[src/rtl/vic_pkg.sv]
package vic_pkg;
    typedef enum logic [1:0] {
        ST_IDLE    = 2'd0,
        ST_ACK_VEC = 2'd1,
        ST_ACK_ERR = 2'd2
    } vic_state_t;

    localparam logic [2:0] FC_IACK = 3'b111;
    localparam int         VEC_MIN = 64;
endpackage

[src/rtl/vic_pending.sv]
module vic_pending #(
    parameter int NSRC  = 8,
    parameter int IDX_W = 3
) (
    input  logic             clk,
    input  logic             rst_n,
    input  logic [NSRC-1:0]  src_req,
    input  logic             clr_en,
    input  logic [IDX_W-1:0] clr_idx,
    output logic [NSRC-1:0]  pending
);
    logic [NSRC-1:0] src_prev;
    logic [NSRC-1:0] rise;
    logic [NSRC-1:0] clr_mask;

    assign rise = src_req & ~src_prev;

    for (genvar i = 0; i < NSRC; i++) begin : g_clr
        assign clr_mask[i] = clr_en && (clr_idx == IDX_W'(i));
    end

    always_ff @(posedge clk) begin
        if (!rst_n) begin
            src_prev <= '0;
            pending  <= '0;
        end else begin
            src_prev <= src_req;
            pending  <= (pending & ~clr_mask) | rise;
        end
    end
endmodule

[src/rtl/vic_prio.sv]
module vic_prio #(
    parameter int NSRC  = 8,
    parameter int IDX_W = 3
) (
    input  logic [NSRC-1:0]  pending,
    output logic             any,
    output logic [IDX_W-1:0] win_idx
);
    always_comb begin
        win_idx = '0;
        for (int i = NSRC - 1; i >= 0; i--) begin
            if (pending[i]) win_idx = IDX_W'(i);
        end
    end

    assign any = |pending;
endmodule

[src/rtl/vic_vecregs.sv]
module vic_vecregs
    import vic_pkg::*;
#(
    parameter int NSRC  = 8,
    parameter int IDX_W = 3,
    parameter int VEC_W = 8
) (
    input  logic             clk,
    input  logic             rst_n,
    input  logic             cfg_we,
    input  logic [IDX_W-1:0] cfg_sel,
    input  logic [VEC_W-1:0] cfg_vec,
    input  logic [IDX_W-1:0] rd_idx,
    output logic [VEC_W-1:0] rd_vec
);
    logic [VEC_W-1:0] vec_q [NSRC];
    logic             val_ok;

    assign val_ok = (int'(cfg_vec) >= VEC_MIN);

    for (genvar i = 0; i < NSRC; i++) begin : g_reg
        always_ff @(posedge clk) begin
            if (!rst_n) begin
                vec_q[i] <= VEC_W'(VEC_MIN + i);
            end else if (cfg_we && val_ok && (cfg_sel == IDX_W'(i))) begin
                vec_q[i] <= cfg_vec;
            end
        end
    end

    assign rd_vec = vec_q[rd_idx];
endmodule

[src/rtl/vec_irq_ctrl.sv]
module vec_irq_ctrl
    import vic_pkg::*;
#(
    parameter int  NSRC  = 8,
    parameter int  VEC_W = 8,
    localparam int IDX_W = $clog2(NSRC)
) (
    input  logic             clk,
    input  logic             rst_n,
    input  logic [NSRC-1:0]  src_req,
    output logic             int_req,
    input  logic [2:0]       fc,
    input  logic             as_n,
    output logic [VEC_W-1:0] data_lo,
    output logic             data_oe,
    output logic             dtack_n,
    output logic             berr_n,
    input  logic             cfg_we,
    input  logic [IDX_W-1:0] cfg_sel,
    input  logic [VEC_W-1:0] cfg_vec
);
    vic_state_t       state_q, state_d;
    logic [NSRC-1:0]  pending;
    logic             any;
    logic [IDX_W-1:0] win_idx;
    logic [VEC_W-1:0] win_vec;
    logic [VEC_W-1:0] vec_q;
    logic             ack_seen;
    logic             clr_en;

    assign ack_seen = (fc == FC_IACK) && !as_n;
    assign clr_en   = (state_q == ST_IDLE) && ack_seen && any;
    assign int_req  = any;

    vic_pending #(.NSRC(NSRC), .IDX_W(IDX_W)) u_pend (
        .clk     (clk),
        .rst_n   (rst_n),
        .src_req (src_req),
        .clr_en  (clr_en),
        .clr_idx (win_idx),
        .pending (pending)
    );

    vic_prio #(.NSRC(NSRC), .IDX_W(IDX_W)) u_prio (
        .pending (pending),
        .any     (any),
        .win_idx (win_idx)
    );

    vic_vecregs #(.NSRC(NSRC), .IDX_W(IDX_W), .VEC_W(VEC_W)) u_vregs (
        .clk     (clk),
        .rst_n   (rst_n),
        .cfg_we  (cfg_we),
        .cfg_sel (cfg_sel),
        .cfg_vec (cfg_vec),
        .rd_idx  (win_idx),
        .rd_vec  (win_vec)
    );

    always_comb begin
        state_d = state_q;
        unique case (state_q)
            ST_IDLE: begin
                if (ack_seen) state_d = any ? ST_ACK_VEC : ST_ACK_ERR;
            end
            ST_ACK_VEC, ST_ACK_ERR: begin
                if (as_n) state_d = ST_IDLE;
            end
            default: state_d = ST_IDLE;
        endcase
    end

    always_ff @(posedge clk) begin
        if (!rst_n) begin
            state_q <= ST_IDLE;
            vec_q   <= VEC_W'(VEC_MIN);
        end else begin
            state_q <= state_d;
            if (clr_en) vec_q <= win_vec;
        end
    end

    always_comb begin
        data_lo = '0;
        data_oe = 1'b0;
        dtack_n = 1'b1;
        berr_n  = 1'b1;
        unique case (state_q)
            ST_IDLE: ;
            ST_ACK_VEC: begin
                data_lo = vec_q;
                data_oe = 1'b1;
                dtack_n = 1'b0;
            end
            ST_ACK_ERR: berr_n = 1'b0;
            default: ;
        endcase
    end
endmodule

[config.mk]
export PLATFORM = sky130hd
export DESIGN_NAME = vec_irq_ctrl
export DESIGN_NICKNAME = d
export VERILOG_FILES = /design/src/rtl/vic_pkg.sv /design/src/rtl/vic_pending.sv /design/src/rtl/vic_prio.sv /design/src/rtl/vic_vecregs.sv /design/src/rtl/vec_irq_ctrl.sv
export SDC_FILE = /design/constraint.sdc
export NUM_CORES = 1
export LEC_CHECK = 0
export ABC_AREA = 1
export CORE_ASPECT_RATIO = 1.25
export CORE_UTILIZATION = 46
export DETAILED_ROUTE_END_ITERATION = 10
export DONT_BUFFER_PORTS = 1
export PLACE_DENSITY = 0.57
export SKIP_CTS_REPAIR_TIMING = 1
export SLEW_MARGIN = 20
export SYNTH_ARGS = -nofsm -noshare
export SYNTH_HDL_FRONTEND = slang
export SYNTH_SLANG_ARGS = --single-unit
[constraint.sdc]
create_clock -name clk -period 4.55 [get_ports clk]
set_input_delay 0.6825 -clock clk [delete_from_list [all_inputs] [get_ports clk]]
set_output_delay 0.6825 -clock clk [all_outputs]
set_load 0.03 [all_outputs]
=== Word-level counts from Yosys, hierarchy flattened ===
Memory sizes are Yosys's and may differ from the RTL's. A register that Yosys moved wholly into a read port is not among the register bits.
Cells that the tools add are included.

* Latch bits: 0
* Bits of input ports: 26
* Bits in writable memories: 64
* Logic and storage cells: 114
* Output and inout port bits: 12
* Memories: 1
* Flip-flop bits (word level): 18
* Bits in read-only memories: 0

* $lt $le $gt $ge: 1
* Divide/modulo/power cells: 0
* Add/sub/neg operators: 0
* Multipliers: 0
* Equal/unequal tests: 19
* Bitwise operators: 13
* Muxes and demuxes: 49
* Shifts and indexed selects: 0
* Reductions and logical operators: 28

{| class="wikitable"
|+ Memories
! name !! words !! width !! read ports !! clocked after memory_dff !! wr ports !! RTL line !! RTL
|-
| u_vregs.vec_q || 8 || 8 || 1 || 1 || 8 || vic_vecregs.sv:16 || <nowiki>logic [VEC_W-1:0] vec_q [NSRC];</nowiki>
|}

{| class="wikitable"
|+ Operators by type and width
! cell !! count
|-
| 8-bit two-way mux || 9
|-
| 1-bit two-way mux || 28
|-
| 3-bit == test, second input constant || 9
|-
| 3-bit two-way mux || 8
|-
| 1-bit logical AND || 20
|-
| 8-bit AND || 2
|-
| 8-bit NOT || 2
|-
| 3-bit by 2-bit == test with 1-bit output, second input constant || 4
|-
| 8-bit by 7-bit >= comparator with 1-bit output, second input constant || 1
|-
| 1-bit bitwise OR || 8
|-
| 8-bit bitwise OR || 1
|-
| 8-bit OR reduction || 1
|-
| 3-bit by 1-bit == test with 1-bit output, second input constant || 2
|-
| 3-bit zero test || 2
|-
| 2-bit two-way mux || 3
|-
| 2-bit != test, second input constant || 2
|-
| 2-bit case mux with 2 select lines || 1
|-
| 2-bit by 1-bit == test with 1-bit output, second input constant || 1
|-
| 2-bit == test, second input constant || 1
|-
| 1-bit zero test || 2
|-
| 2-bit zero test || 1
|-
| 2-bit AND reduction || 1
|-
| 2-bit OR reduction || 1
|}

=== Depth between registers and ports, before layout ===
* Depth in word-level cells: 13
* Mapped depth: 15
* Mapped depth without buffers: 14

=== By module ===
From an unflattened synthesis, not the netlist that was laid out.

* Cell total of the unflattened synthesis: 587
* Area total of the unflattened synthesis: 4,571.9 sq um

{| class="wikitable"
|+ Modules (own cells, without submodules)
! module !! times used !! cells each !! area an instance (sq um) !! sequential area each (sq um)
|-
| vic_vecregs || 1 || 394 || 3,270.6 || 1,921.8
|-
| vic_pending || 1 || 91 || 651.9 || 320.3
|-
| vec_irq_ctrl || 1 || 80 || 550.5 || 200.2
|-
| vic_prio || 1 || 22 || 98.8 || 0.0
|}

=== Least setup slack after synthesis ===
Ideal clock, no wire load.

* Kind: register to output
* Start point: register state_q[1]
* End point: output port data_lo[0]
* Data required time: 3,868 ps
* Arrival: 1,269 ps
* Path buffers: 1
* Slack: 2,598 ps
* Cell stages (with the launch flop): 6
* Cell sequence: dfxtp_1 > inv_1 > ha_1 > clkbuf_1 > nand2_1 > inv_1

* Word-level cells in the longest chain between the ends: 2

{| class="wikitable"
|+ Ends and longest elaborated chain
! item !! RTL line !! RTL
|-
| from (decl) || vec_irq_ctrl.sv:22 || <nowiki>vic_state_t state_q, state_d;</nowiki>
|-
| from (signal assigned) || vec_irq_ctrl.sv:78 || <nowiki>state_q <= state_d;</nowiki>
|-
| 2-bit by 1-bit == test with 1-bit output || vec_irq_ctrl.sv:88 || <nowiki>unique case (state_q)</nowiki>
|-
| 8-bit two-way mux || vec_irq_ctrl.sv:88 ||
|-
| to (decl) || vec_irq_ctrl.sv:14 || <nowiki>output logic [VEC_W-1:0] data_lo,</nowiki>
|}

Every way passes these cells.

=== Final worst setup path ===
* Start point: register u_pend.pending[0]
* End point: register vec_q[1], read port of u_vregs.vec_q

* Word-level cells in the longest chain between the ends: 2
* Elaborated cells between the ends (all ways): 3
* Those cells by class: 1 x mux; 2 x reduce/logical

{| class="wikitable"
|+ Ends and longest elaborated chain
! item !! RTL line !! RTL
|-
| from (decl) || vic_pending.sv:10 || <nowiki>output logic [NSRC-1:0] pending</nowiki>
|-
| from (signal assigned) || vic_pending.sv:28 || <nowiki>pending <= (pending & ~clr_mask) | rise;</nowiki>
|-
| 8-bit OR reduction || vic_prio.sv:16 || <nowiki>assign any = |pending;</nowiki>
|-
| 1-bit logical AND || vec_irq_ctrl.sv:32 || <nowiki>assign clr_en = (state_q == ST_IDLE) && ack_seen && any;</nowiki>
|-
| to (decl) || vec_irq_ctrl.sv:27 || <nowiki>logic [VEC_W-1:0] vec_q;</nowiki>
|}

Parallel ways exist; a longest one is shown, timed or not.
A chain may end at the register's enable or synchronous reset.

==> flow_metrics.tcl <==
set metrics [dict create \
    gp_congestion 0.8498 \
    power-per-cell-area_nw_per_um2 392.1 \
    n_fill_cell 837 \
    synth_edf_count 64 \
    grt_max_degree 38 \
    finalHoldViolCount 0 \
    first_global_vias 3090 \
    io_pins 38 \
    rsz0062_at_grt "no" \
    finalWirelength_um 10070 \
    grt_pass1_wl_um 16140 \
    crit_arrival_ns 2.74 \
    synth.most_common_cell "nand2_1" \
    die_h_um 109.2 \
    async_flop_share_pct 0 \
    crit_path_end_kind "flip-flop" \
    clockBufferDepth 2 \
    ant_nets 0 \
    dp.cells 582 \
    power_switching_uw 499.9 \
    drt-pass1-iter-count 5 \
    seqPwrFrac_pct 54.5 \
    dieArea_um2 9575 \
    setup_tns_ns 0 \
    clock_latency_ns 0.37 \
    setup_viol 0 \
    gr-usage-met2_pct 37.98 \
    num_vias 3153 \
    row_count 38 \
    yosysWarnings 0 \
    cp.required_ns 4.83 \
    synth_top_area_cell "edfxtp_1" \
    antenna_found_initial 0 \
    min_path_type "flip-flop to flip-flop" \
    maxSlewHeadroom_pct 41.34 \
    cts-root-buf "clkbuf_8" \
    critPathKind "flip-flop to flip-flop" \
    ys_seq_elements 90 \
    synth_cell_types 27 \
    crit_start "u_pend.pending[0]" \
    synth_ff_type "edfxtp_1" \
    drc 0 \
    cts_tree "yes" \
    area_growth_pct 5.656 \
    fin_nets 502 \
    crit_fanout 37 \
    synth_nets 508 \
    grt_use_met3_pct 2.952 \
    grtUsageTotal_pct 23.55 \
    hpwlAfterDp_um 7266 \
    cts_buffers 9 \
    r2r_start "u_pend.pending[0]" \
    status "finished, final reports clean" \
    wl_per_cell_um 16.83 \
    combPwrFrac_pct 14.9 \
    cts.clk_slew.worst_paths_ns 0.08 \
    synth_area_leaders "edfxtp_1 45%, dfxtp_1 12%, nand2_1 9.9%, inv_1 6.0%, nand3_1 5.9%" \
    yosys-top-cells-count "112 x nand2_1, 67 x inv_1, 65 x nor2_1" \
    initial_core_util_pct 48.04 \
    peakVddDrop_uv 168.1 \
    worstHoldStart "u_pend.src_prev[4]" \
    intPower_mw 1.250 \
    avgSynthCellArea_um2 8.821 \
    sw_frac_of_total_pct 28.56 \
    fmax_mhz 406.4 \
    gr-total-overflow 0 \
    htree_levels 3 \
    grt_util_met1_pct 29.76 \
    drtIter0Drc 250 \
    io_buffers 0 \
    synthCells 479 \
    p_clk_share_pct 30.6 \
    finalCriticalPeriod_ns 2.461 \
    period_share_pct 54.08 \
    drive_above_1_share_pct 5.439 \
    leakage_nw 1.894 \
    drv_cap 0 \
    fin_cells 598 \
    coreArea_um2 8796 \
    vias_per_cell 5.273 \
    slew_viol_final 0 \
    cts_sinks 90 \
    top_usage_layer "met2" \
    synth_area_um2 4225 \
    startpoint_type "flip-flop" \
    fin_skew_ns 0.006778 \
    die_w_um 87.72 \
    diodes 0 \
    yosysSeqAreaShare_pct 57.80 \
    synth_top_area_share_pct 45.48 \
    tightest_slew_ns 0.8780 \
]
==> routing by layer <==
layer / wire length [µm] / share of wire (%) / up-vias
met1: 4422 / 44 / 1463
met3: 365 / 3.6 / 29
met2: 4800 / 48 / 95
met5: 0 / 0 / -
met4: 478 / 4.7 / 0
li1: - / - / 1566
==> power groups by stage <==
stage	sequential, mW	clock (mW)	combinational [mW]
after global placement	0.973	0	0.256
after floorplan	0.961	0	0.217
final	0.954	0.535	0.261
after detailed placement	0.973	0	0.260
after CTS	0.954	0.541	0.262
after global routing	0.959	0.576	0.292
==> final cells by class <==
type                            count  area [µm²]  share of cell area (%)
Clock inverter                      5       55.05                   1.233
Inverter                           74       277.8                   6.222
Multi-Input combinational cell    298        1408                   31.53
Tap cell                          120       150.1                   3.363
Sequential cell                    90        2442                   54.71
Clock buffer                       11       131.4                   2.943
==> stage by stage <==
stage	setup slack, ns	utilization, %	hold WS [ns]	power, mW	instance area, µm²
3_3_place_gp	2.218	48.63	0.3938	1.229	4278
2_1_floorplan	2.598	-	0.3895	1.178	4225
5_1_grt	1.855	50.75	0.4160	1.827	4464
4_1_cts	2.106	50.75	0.4009	1.757	4464
3_5_place_dp	2.121	48.63	0.4092	1.234	4278
6_report	2.089	50.75	0.4200	1.750	4464
==> worst paths after layout <==
| kind | depth (start not counted) | slack (ns) | end |
|---|---|---|---|
| worst max-delay path | 10 | 2.09 | vec_q[1] |
| worst min-delay path | 1 | 0.42 | u_pend.pending[4] |
| worst max register to register | 10 | 2.09 | vec_q[1] |
| worst min register to register | 1 | 0.42 | u_pend.pending[4] |
==> kinds of logic (layout without fill, tap and decap cells) <==
logic type      count (synthesis)  count (layout)  synth area share [%]
flops                          90              90                 57.80
simple gates                  275             275                 29.46
fa+ha+maj                       3               3                0.8885
compound gates                 20              20                 2.961
buf+inv                        91              90                 8.884
==> flip-flops by register name (all words and copies together) (netlist names) <==
name	cells
u_pend.pending	8
state_q	2
u_pend.src_prev	8
u_vregs.vec_q	64
vec_q	8
==> worst max-delay path, cell delays in order, from the launching register on <==
cell and delay (ns):
dfxtp_1 0.31, inv_2 0.26, nand2_2 0.14, a21oi_4 0.69, inv_2 0.41, nand4_1 0.21, nand3_1 0.11, nand2_1 0.08
nand3_1 0.07, nand2_1 0.05, inv_1 0.03
==> cells in the final DEF (no fill, tap or decap), drive strengths merged, types with 3 or more instances in the layout <==
cell and instances:
nand3 50, clkinv 5, a21oi 4, o21ai 8
dfxtp 26, nand4 31, o22ai 6, nor3 4
nand3b 8, nor2 65, nand2 117, inv 72
clkbuf 11, edfxtp 64, ha 3
No activity file was read; power rests on OpenSTA's default activity.
